$ cat src/rtl/cmp_timer_pkg.sv
package cmp_timer_pkg;
   localparam int BUS_W  = 32;
   localparam int ADDR_W = 8;

   localparam logic [ADDR_W-1:0] OFF_CTRL = 8'h00;
   localparam logic [ADDR_W-1:0] OFF_PSC  = 8'h04;
   localparam logic [ADDR_W-1:0] OFF_STAT = 8'h08;
   localparam logic [ADDR_W-1:0] OFF_IEN  = 8'h0C;
   localparam logic [ADDR_W-1:0] OFF_CMP  = 8'h10;
   localparam logic [ADDR_W-1:0] OFF_CNT  = 8'h24;

   // control field positions
   localparam int CTL_EN_B   = 0;
   localparam int CTL_SRC_LO = 6;
   localparam int CTL_FREE_B = 9;
   localparam int CTL_OSC_B  = 10;
   localparam int OSC_LO     = 12;

   typedef enum logic [2:0] {
      SRC_NONE = 3'd0,
      SRC_BUS  = 3'd1,
      SRC_PER  = 3'd2,
      SRC_OSC  = 3'd5
   } tick_src_e;

   typedef struct packed {
      logic      run;
      logic      free;
      logic      osc_on;
      logic [2:0] src;
   } ctrl_t;
endpackage

$ cat src/rtl/cmp_timer_tick.sv
module cmp_timer_tick
   import cmp_timer_pkg::*;
#(
   parameter int PSC_W  = 12,
   parameter int OSC_W  = 4,
   parameter bit OSC_EN = 1'b1
) (
   input  logic             clk,
   input  logic             rst_n,
   input  ctrl_t            ctrl,
   input  logic [PSC_W-1:0] psc_main,
   input  logic [OSC_W-1:0] psc_osc,
   input  logic             tick_bus,
   input  logic             tick_per,
   input  logic             tick_osc,
   output logic             step
);
   logic osc_pulse;
   logic sel_tick;
   logic [PSC_W-1:0] pcnt_q;

   generate
      if (OSC_EN) begin : g_osc
         logic [OSC_W-1:0] ocnt_q;
         logic osc_live;
         assign osc_live  = ctrl.run && ctrl.osc_on;
         assign osc_pulse = osc_live && tick_osc && (ocnt_q >= psc_osc);
         always_ff @(posedge clk or negedge rst_n) begin
            if (!rst_n)
               ocnt_q <= '0;
            else if (!osc_live)
               ocnt_q <= '0;
            else if (tick_osc) begin
               if (ocnt_q >= psc_osc) ocnt_q <= '0;
               else                   ocnt_q <= ocnt_q + 1'b1;
            end
         end
      end else begin : g_no_osc
         logic unused_osc;
         assign unused_osc = ^{psc_osc, tick_osc, ctrl.osc_on};
         assign osc_pulse  = 1'b0;
      end
   endgenerate

   always_comb begin
      unique case (ctrl.src)
         SRC_BUS: sel_tick = tick_bus;
         SRC_PER: sel_tick = tick_per;
         SRC_OSC: sel_tick = osc_pulse;
         default: sel_tick = 1'b0;
      endcase
   end

   assign step = ctrl.run && sel_tick && (pcnt_q >= psc_main);

   always_ff @(posedge clk or negedge rst_n) begin
      if (!rst_n)
         pcnt_q <= '0;
      else if (!ctrl.run)
         pcnt_q <= '0;
      else if (sel_tick) begin
         if (pcnt_q >= psc_main) pcnt_q <= '0;
         else                    pcnt_q <= pcnt_q + 1'b1;
      end
   end
endmodule

$ cat src/rtl/cmp_timer_core.sv
module cmp_timer_core #(
   parameter int CNT_W = 32
) (
   input  logic             clk,
   input  logic             rst_n,
   input  logic             step,
   input  logic             free,
   input  logic [CNT_W-1:0] cmp,
   output logic [CNT_W-1:0] cnt,
   output logic             hit
);
   logic [CNT_W-1:0] cnt_q;
   logic [CNT_W-1:0] cnt_nxt;

   assign cnt_nxt = (!free && (cnt_q == cmp)) ? '0 : cnt_q + 1'b1;
   assign hit     = step && (cnt_nxt == cmp);
   assign cnt     = cnt_q;

   always_ff @(posedge clk or negedge rst_n) begin
      if (!rst_n)    cnt_q <= '0;
      else if (step) cnt_q <= cnt_nxt;
   end
endmodule

$ cat src/rtl/cmp_timer_regs.sv
module cmp_timer_regs
   import cmp_timer_pkg::*;
#(
   parameter int CNT_W = 32,
   parameter int PSC_W = 12,
   parameter int OSC_W = 4
) (
   input  logic              clk,
   input  logic              rst_n,
   input  logic [ADDR_W-1:0] addr,
   input  logic              wr,
   input  logic [BUS_W-1:0]  wdata,
   output logic [BUS_W-1:0]  rdata,
   input  logic              hit,
   input  logic [CNT_W-1:0]  cnt,
   output ctrl_t             ctrl,
   output logic [PSC_W-1:0]  psc_main,
   output logic [OSC_W-1:0]  psc_osc,
   output logic [CNT_W-1:0]  cmp,
   output logic              flag,
   output logic              ien
);
   logic wr_ctrl, wr_psc, wr_stat, wr_ien, wr_cmp;
   logic unused_wdata;

   assign wr_ctrl = wr && (addr == OFF_CTRL);
   assign wr_psc  = wr && (addr == OFF_PSC);
   assign wr_stat = wr && (addr == OFF_STAT);
   assign wr_ien  = wr && (addr == OFF_IEN);
   assign wr_cmp  = wr && (addr == OFF_CMP);
   assign unused_wdata = ^wdata;

   always_ff @(posedge clk or negedge rst_n) begin
      if (!rst_n) begin
         ctrl     <= '0;
         psc_main <= '0;
         psc_osc  <= '0;
         cmp      <= '0;
         ien      <= 1'b0;
         flag     <= 1'b0;
      end else begin
         if (wr_ctrl) begin
            ctrl.run    <= wdata[CTL_EN_B];
            ctrl.src    <= wdata[CTL_SRC_LO +: 3];
            ctrl.free   <= wdata[CTL_FREE_B];
            ctrl.osc_on <= wdata[CTL_OSC_B];
         end
         if (wr_psc) begin
            psc_main <= wdata[PSC_W-1:0];
            psc_osc  <= wdata[OSC_LO +: OSC_W];
         end
         if (wr_cmp) cmp <= wdata[CNT_W-1:0];
         if (wr_ien) ien <= wdata[0];
         // hardware set takes priority over the software clear
         if (hit)                      flag <= 1'b1;
         else if (wr_stat && wdata[0]) flag <= 1'b0;
      end
   end

   always_comb begin
      rdata = '0;
      unique case (addr)
         OFF_CTRL: begin
            rdata[CTL_EN_B]         = ctrl.run;
            rdata[CTL_SRC_LO +: 3]  = ctrl.src;
            rdata[CTL_FREE_B]       = ctrl.free;
            rdata[CTL_OSC_B]        = ctrl.osc_on;
         end
         OFF_PSC: begin
            rdata[PSC_W-1:0]        = psc_main;
            rdata[OSC_LO +: OSC_W]  = psc_osc;
         end
         OFF_STAT: rdata[0]         = flag;
         OFF_IEN:  rdata[0]         = ien;
         OFF_CMP:  rdata[CNT_W-1:0] = cmp;
         OFF_CNT:  rdata[CNT_W-1:0] = cnt;
         default:  rdata            = '0;
      endcase
   end
endmodule

$ cat src/rtl/cmp_timer.sv
module cmp_timer
   import cmp_timer_pkg::*;
#(
   parameter int CNT_W  = 32,
   parameter int PSC_W  = 12,
   parameter int OSC_W  = 4,
   parameter bit OSC_EN = 1'b1
) (
   input  logic              clk,
   input  logic              rst_n,
   input  logic [ADDR_W-1:0] bus_addr,
   input  logic              bus_wr,
   input  logic [BUS_W-1:0]  bus_wdata,
   output logic [BUS_W-1:0]  bus_rdata,
   input  logic              tick_bus,
   input  logic              tick_per,
   input  logic              tick_osc,
   output logic              irq
);
   localparam int PSC_TOP = OSC_LO + OSC_W;

   initial begin
      if (CNT_W > BUS_W || CNT_W < 2)
         $fatal(1, "cmp_timer: CNT_W out of range");
      if (PSC_W > OSC_LO)
         $fatal(1, "cmp_timer: PSC_W overlaps oscillator field");
      if (PSC_TOP > BUS_W)
         $fatal(1, "cmp_timer: oscillator field exceeds bus");
   end

   ctrl_t            ctrl;
   logic [PSC_W-1:0] psc_main;
   logic [OSC_W-1:0] psc_osc;
   logic [CNT_W-1:0] cmp_val;
   logic [CNT_W-1:0] cnt_val;
   logic             step;
   logic             hit;
   logic             flag;
   logic             ien;

   cmp_timer_regs #(.CNT_W(CNT_W), .PSC_W(PSC_W), .OSC_W(OSC_W)) u_regs (
      .clk(clk), .rst_n(rst_n), .addr(bus_addr), .wr(bus_wr),
      .wdata(bus_wdata), .rdata(bus_rdata), .hit(hit), .cnt(cnt_val),
      .ctrl(ctrl), .psc_main(psc_main), .psc_osc(psc_osc), .cmp(cmp_val),
      .flag(flag), .ien(ien)
   );

   cmp_timer_tick #(.PSC_W(PSC_W), .OSC_W(OSC_W), .OSC_EN(OSC_EN)) u_tick (
      .clk(clk), .rst_n(rst_n), .ctrl(ctrl), .psc_main(psc_main),
      .psc_osc(psc_osc), .tick_bus(tick_bus), .tick_per(tick_per),
      .tick_osc(tick_osc), .step(step)
   );

   cmp_timer_core #(.CNT_W(CNT_W)) u_core (
      .clk(clk), .rst_n(rst_n), .step(step), .free(ctrl.free),
      .cmp(cmp_val), .cnt(cnt_val), .hit(hit)
   );

   assign irq = flag && ien;
endmodule

$ cat config.mk
export PLATFORM = sky130hd
export DESIGN_NAME = cmp_timer
export DESIGN_NICKNAME = d
export VERILOG_FILES = /design/src/rtl/cmp_timer_pkg.sv /design/src/rtl/cmp_timer_tick.sv /design/src/rtl/cmp_timer_core.sv /design/src/rtl/cmp_timer_regs.sv /design/src/rtl/cmp_timer.sv
export SDC_FILE = /design/constraint.sdc
export NUM_CORES = 1
export LEC_CHECK = 0
export BUFFER_PORTS_ARGS = -buffer_cell sky130_fd_sc_hd__buf_2
export CAP_MARGIN = 20
export CORE_ASPECT_RATIO = 0.75
export CORE_MARGIN = 4
export CORE_UTILIZATION = 25
export DETAILED_ROUTE_END_ITERATION = 16
export GPL_TIMING_DRIVEN = 0
export SYNTH_ARGS = -nofsm -noshare
export SYNTH_HDL_FRONTEND = slang
export SYNTH_SLANG_ARGS = --single-unit
$ cat constraint.sdc
create_clock -name clk -period 6.07 [get_ports clk]
set_clock_uncertainty 0.1 [all_clocks]
set_input_delay 0.9105 -clock clk [delete_from_list [all_inputs] [get_ports clk]]
set_output_delay 0.9105 -clock clk [all_outputs]
set_load 0.01 [all_outputs]
* Word-level counts from Yosys, hierarchy flattened
Cells that the tools add are included.
** Cells by class
- Equal/unequal tests :: 12
- Multiplexer cells :: 15
- $lt $le $gt $ge :: 2
- Reduce and logical (&&, ||, !) cells :: 17
- Add/subtract/negate cells :: 3
** Operators with widths (count)
- 32-bit equality test :: 2
- 12-bit 2-to-1 mux :: 3
- 32-bit by 1-bit adder with 32-bit output (second input constant) :: 1
- 32-bit 2-to-1 mux :: 1
- 16-bit case mux with 2 select lines :: 1
- 5-bit case mux with 3 select lines :: 2
- 5-bit case mux with 4 select lines :: 1
- 8-bit by 4-bit equality test with 1-bit output (second input constant) :: 2
- 1-bit logical AND :: 14
- 12-bit by 1-bit adder with 12-bit output (second input constant) :: 1
- 12-bit greater-or-equal comparator :: 1
- 4-bit 2-to-1 mux :: 3
- 8-bit by 3-bit equality test with 1-bit output (second input constant) :: 1
- 8-bit by 5-bit equality test with 1-bit output (second input constant) :: 1
- 8-bit by 6-bit equality test with 1-bit output (second input constant) :: 1
- 8-bit zero test :: 1
- 1-bit case mux with 6 select lines :: 1
- 4-bit by 1-bit adder with 4-bit output (second input constant) :: 1
- 4-bit greater-or-equal comparator :: 1
- 3-bit by 1-bit equality test with 1-bit output (second input constant) :: 1
- 3-bit by 2-bit equality test with 1-bit output (second input constant) :: 1
- 3-bit equality test (second input constant) :: 1
- 1-bit case mux with 3 select lines :: 1
- 1-bit 2-to-1 mux :: 2
- 4 further kinds :: 4
** Word-level totals
- Input port bits :: 46
- Bits in registers :: 104
- Word-level logic and storage cells :: 61

* Longest topological paths before layout
- Word-level depth :: 8
- Depth in mapped cells :: 12

* Hierarchy
From an unflattened synthesis, not the netlist that was laid out.
** Second synthesis, totals
- Cells, all modules :: 770
- Area, all modules :: 7410.9 µm²
** By module, submodules not included
- cmp_timer_core :: seq. area each 800.8 µm², area each 3328.2 µm², cells each 418, times used 1
- cmp_timer_regs :: seq. area each 1401.3 µm², area each 2797.7 µm², cells each 200, times used 1
- cmp_timer_tick :: seq. area each 400.4 µm², area each 1278.7 µm², cells each 151, times used 1
- cmp_timer :: seq. area each 0.0 µm², area each 6.3 µm², cells each 1, times used 1

* Worst setup path after synthesis
Ideal clock, no wire load.
- Path kind :: input to output
- Start point :: in bus_addr[7]
- End point :: out bus_rdata[12]
- Path buffers :: 2
- Cell stages on the path :: 6
- Data arrival time :: 2.852 ns
- Setup slack :: 2.208 ns
- Cells stage by stage :: or4_1 nor4b_1 clkbuf_1 buf_1 a22oi_1 nand2_1
** Between the ends
- Word-level cells in the longest chain between the ends :: 2
- Elaborated cells between the ends (all ways) :: 4
- Classes of those cells :: 3 x eq/ne; 1 x mux
** RTL lines
- from (decl) :: RTL line cmp_timer.sv:11 : input logic [ADDR_W-1:0] bus_addr,
- 8-bit by 6-bit equality test with 1-bit output, or another cell as far along :: RTL line cmp_timer_regs.sv:62 : unique case (addr)
- 5-bit case mux with 3 select lines * :: RTL line cmp_timer_regs.sv:62
- to (decl) :: RTL line cmp_timer.sv:14 : output logic [BUS_W-1:0] bus_rdata,
Mark *: on every way between the ends. The rest lies on a longest branch, timed or not.

* Final worst setup path
- Start point :: in bus_addr[3]
- End point :: out bus_rdata[12]
Same word-level chain as after synthesis.

==> flow_summary.ini <==
[run_status]
status = complete, no violations

[detailed_routing]
post_drt_wl_per_cell_um = 22.7
num_vias = 6851
maxUsedRoutingLayer = met4
wl_met1_um = 14000
wl_met2_um = 10900
drt-initial-drc-count = 849
vias_per_cell = 5.46
drt_drc_violations_left = 0
drt-total-wl_um = 28400
dr.pass1.iters = 5
wl_met3_um = 3070
ant_nets = 0

[worst_setup_path]
cp.required_ns = 5.06
critical_path_class = in2out
crit_path_start_kind = primary input
cp_max_fo = 10
worstPathArrival_ns = 4.01
end_kind = output pin

[cts]
clk_pin_slew_ns = 0.07
ctsResizeCount = 0
cts_tree = yes
worst_skew_pair.late_latency_ns = 0.36
holdBufCountCts = 0
h-tree-depth = 3
numCtsBuffers = 9
postCtsSetupBuffers = 0
cts_buffer_depth = 2
clock_sinks = 104
cts_root_buffer = clkbuf_16

[logic_synthesis]
synth_nets = 842
yosys_register_bits = 104
synth_flop_cell = dfrtp_1
synth_edf_count = 0
yosysSeqAreaShare = 0.362
yosysWarnings = 0
async_flop_share = 1.00
syn_area_sq_um = 7200
synth.distinct_cells = 63
netlist_instances = 777
syn_avg_cell_area_sq_um = 9.26

[final_layout]
fill_cells = 3038
num_antenna_cells = 0
final_cell_mix = dfrtp_1 (104), buf_2 (91), mux2_2 (51)
drive_gt1_frac = 0.199
nets = 930
final_cell_count_no_fill = 1254
area_growth_pct = 16.6
design_area_sq_um = 8390
layout_commonest_cell = dfrtp_1

[timing]
setup_violations = 0
slew_violations = 0
rsz0062_at_grt = false
finalHoldViolations = 0
min_period_ns = 5.02
fin_crit_sh = 0.826
slew_headroom = 0.408
worst_pin_slew_ns = 0.889
final.setup.tns_ns = 0
max_freq_mhz = 199

[placement]
place_congestion = 0.979
placedCellCount = 1239
portBuffers = 76
dpl.hpwl_um = 21700
dpl-instance-area_sq_um = 8090

[pwr]
vdd_drop_max_mv = 0.153
cellPowerDensity_nw_per_um2 = 203
p_leak_nw = 3.60

[flow_run]
max-cap-violations = 0

[floorplan]
die-area_sq_um = 31600
num_rows = 53
io_pins = 79
core-area_sq_um = 28200
die_h_um = 155
die_w_um = 204
start_util = 0.255

[global_route]
gr-total-overflow = 0
grt_max_degree = 63
grt_pass1_wl_um = 42200
grt_use_total = 0.177
grt_pass1_vias = 6521
antenna_found_initial = 0

[hold_path]
holdCritPathClass = reg2reg
==> flip-flops by register name, indices dropped and copies added, names as in the netlist <==
register and flops:
u_regs.ctrl 6, u_tick.pcnt_q 12, u_regs.psc_main 12, u_regs.flag 1
u_tick.g_osc.ocnt_q 4, u_core.cnt 32, u_regs.psc_osc 4, u_regs.cmp 32
u_regs.ien 1
==> power breakdown <==
| part | switching, mW | internal, mW | leakage, nW |
|---|---|---|---|
| combinational | 0.240 | 0.108 | 2.00 |
| clock | 0.276 | 0.342 | 0.152 |
| sequential | 0.0310 | 0.710 | 1.44 |
==> cells in the mapped netlist (all sizes together), types with 9 or more instances <==
| cell type | instances | area (sq um) |
|---|---|---|
| a21o | 9 | 67.6 |
| nand4 | 20 | 131 |
| inv | 29 | 109 |
| and3 | 15 | 93.8 |
| nand3 | 35 | 175 |
| o21ai | 48 | 240 |
| nor3 | 21 | 110 |
| a221o | 17 | 170 |
| or3 | 9 | 56.3 |
| xnor2 | 42 | 375 |
| buf | 27 | 155 |
| a22o | 27 | 236 |
| a31oi | 9 | 56.3 |
| or4 | 11 | 82.6 |
| nand2b | 13 | 81.3 |
| nor2 | 38 | 143 |
| dfrtp | 104 | 2600 |
| ha | 19 | 238 |
| nor4 | 11 | 68.8 |
| clkbuf | 38 | 144 |
| mux2 | 51 | 574 |
| xor2 | 18 | 158 |
| o31ai | 43 | 328 |
| nand2 | 47 | 176 |
| a21oi | 11 | 55.1 |
==> kinds of logic after synthesis <==
family / count (synthesis) / synth area share
and+or+nand+nor: 240 / 0.178
AOI/OAI and AO/OA: 200 / 0.203
DFF: 104 / 0.362
buffers and inverters: 94 / 0.0567
xor gates and xnor gates: 61 / 0.0774
muxes: 59 / 0.0909
adders and majority gates: 19 / 0.0330
==> worst max-delay path, cell delays in order <==
cell      delay (ns)
clkbuf_1        0.15
nand2b_1        0.17
clkbuf_1        0.30
nor4b_1         0.83
clkbuf_1        0.58
buf_1           0.60
a22oi_1         0.18
nand2_1         0.14
buf_2           0.14
==> layer usage <==
| layer | vias to the layer above | global-route usage |
|---|---|---|
| li1 | 3087 | - |
| met1 | 3395 | 0.279 |
| met2 | 333 | 0.233 |
| met3 | 36 | 0.0552 |
| met4 | 0 | 0.0334 |
| met5 | - | 0 |
==> area by class of cell <==
class,instances,area [sq um],share of cell area
well taps,385,482,0.0574
plain buffers,65,299,0.0356
inverters,29,109,0.0130
multi-input cells,579,4190,0.499
flip-flops and latches,104,2600,0.310
clock buffers,11,253,0.0301
repair buffers,77,410,0.0489
clock inverters,4,52.6,0.00626
==> per-stage QoR <==
stage	hold WS, ns	total power, mW	utilization	setup slack, ns
3_3_place_gp	0.386	1.09	0.286	1.11
5_1_grt	0.421	1.77	0.298	0.823
3_5_place_dp	0.393	1.09	0.287	1.07
4_1_cts	0.409	1.71	0.298	1.08
6_report	0.409	1.71	0.298	1.05
2_1_floorplan	0.362	0.931	-	2.21
==> final timing paths <==
| check | slack (ns) | cells past startpoint | endpoint | from |
|---|---|---|---|---|
| setup / recovery | 1.05 | 9 | bus_rdata[12] | bus_addr[3] |
| hold / removal | 0.41 | 1 | u_regs.psc_main[1] | u_regs.psc_main[1] |
| setup reg to reg | 1.83 | 9 | u_core.cnt[2] | u_regs.cmp[12] |
| max in group asynchronous | 4.65 | 2 | u_regs.cmp[2] | rst_n |
| hold reg to reg | 0.41 | 1 | u_regs.psc_main[1] | u_regs.psc_main[1] |
| min in group asynchronous | 0.47 | 1 | u_regs.cmp[18] | rst_n |
Power figures use the tool's default switching activity.
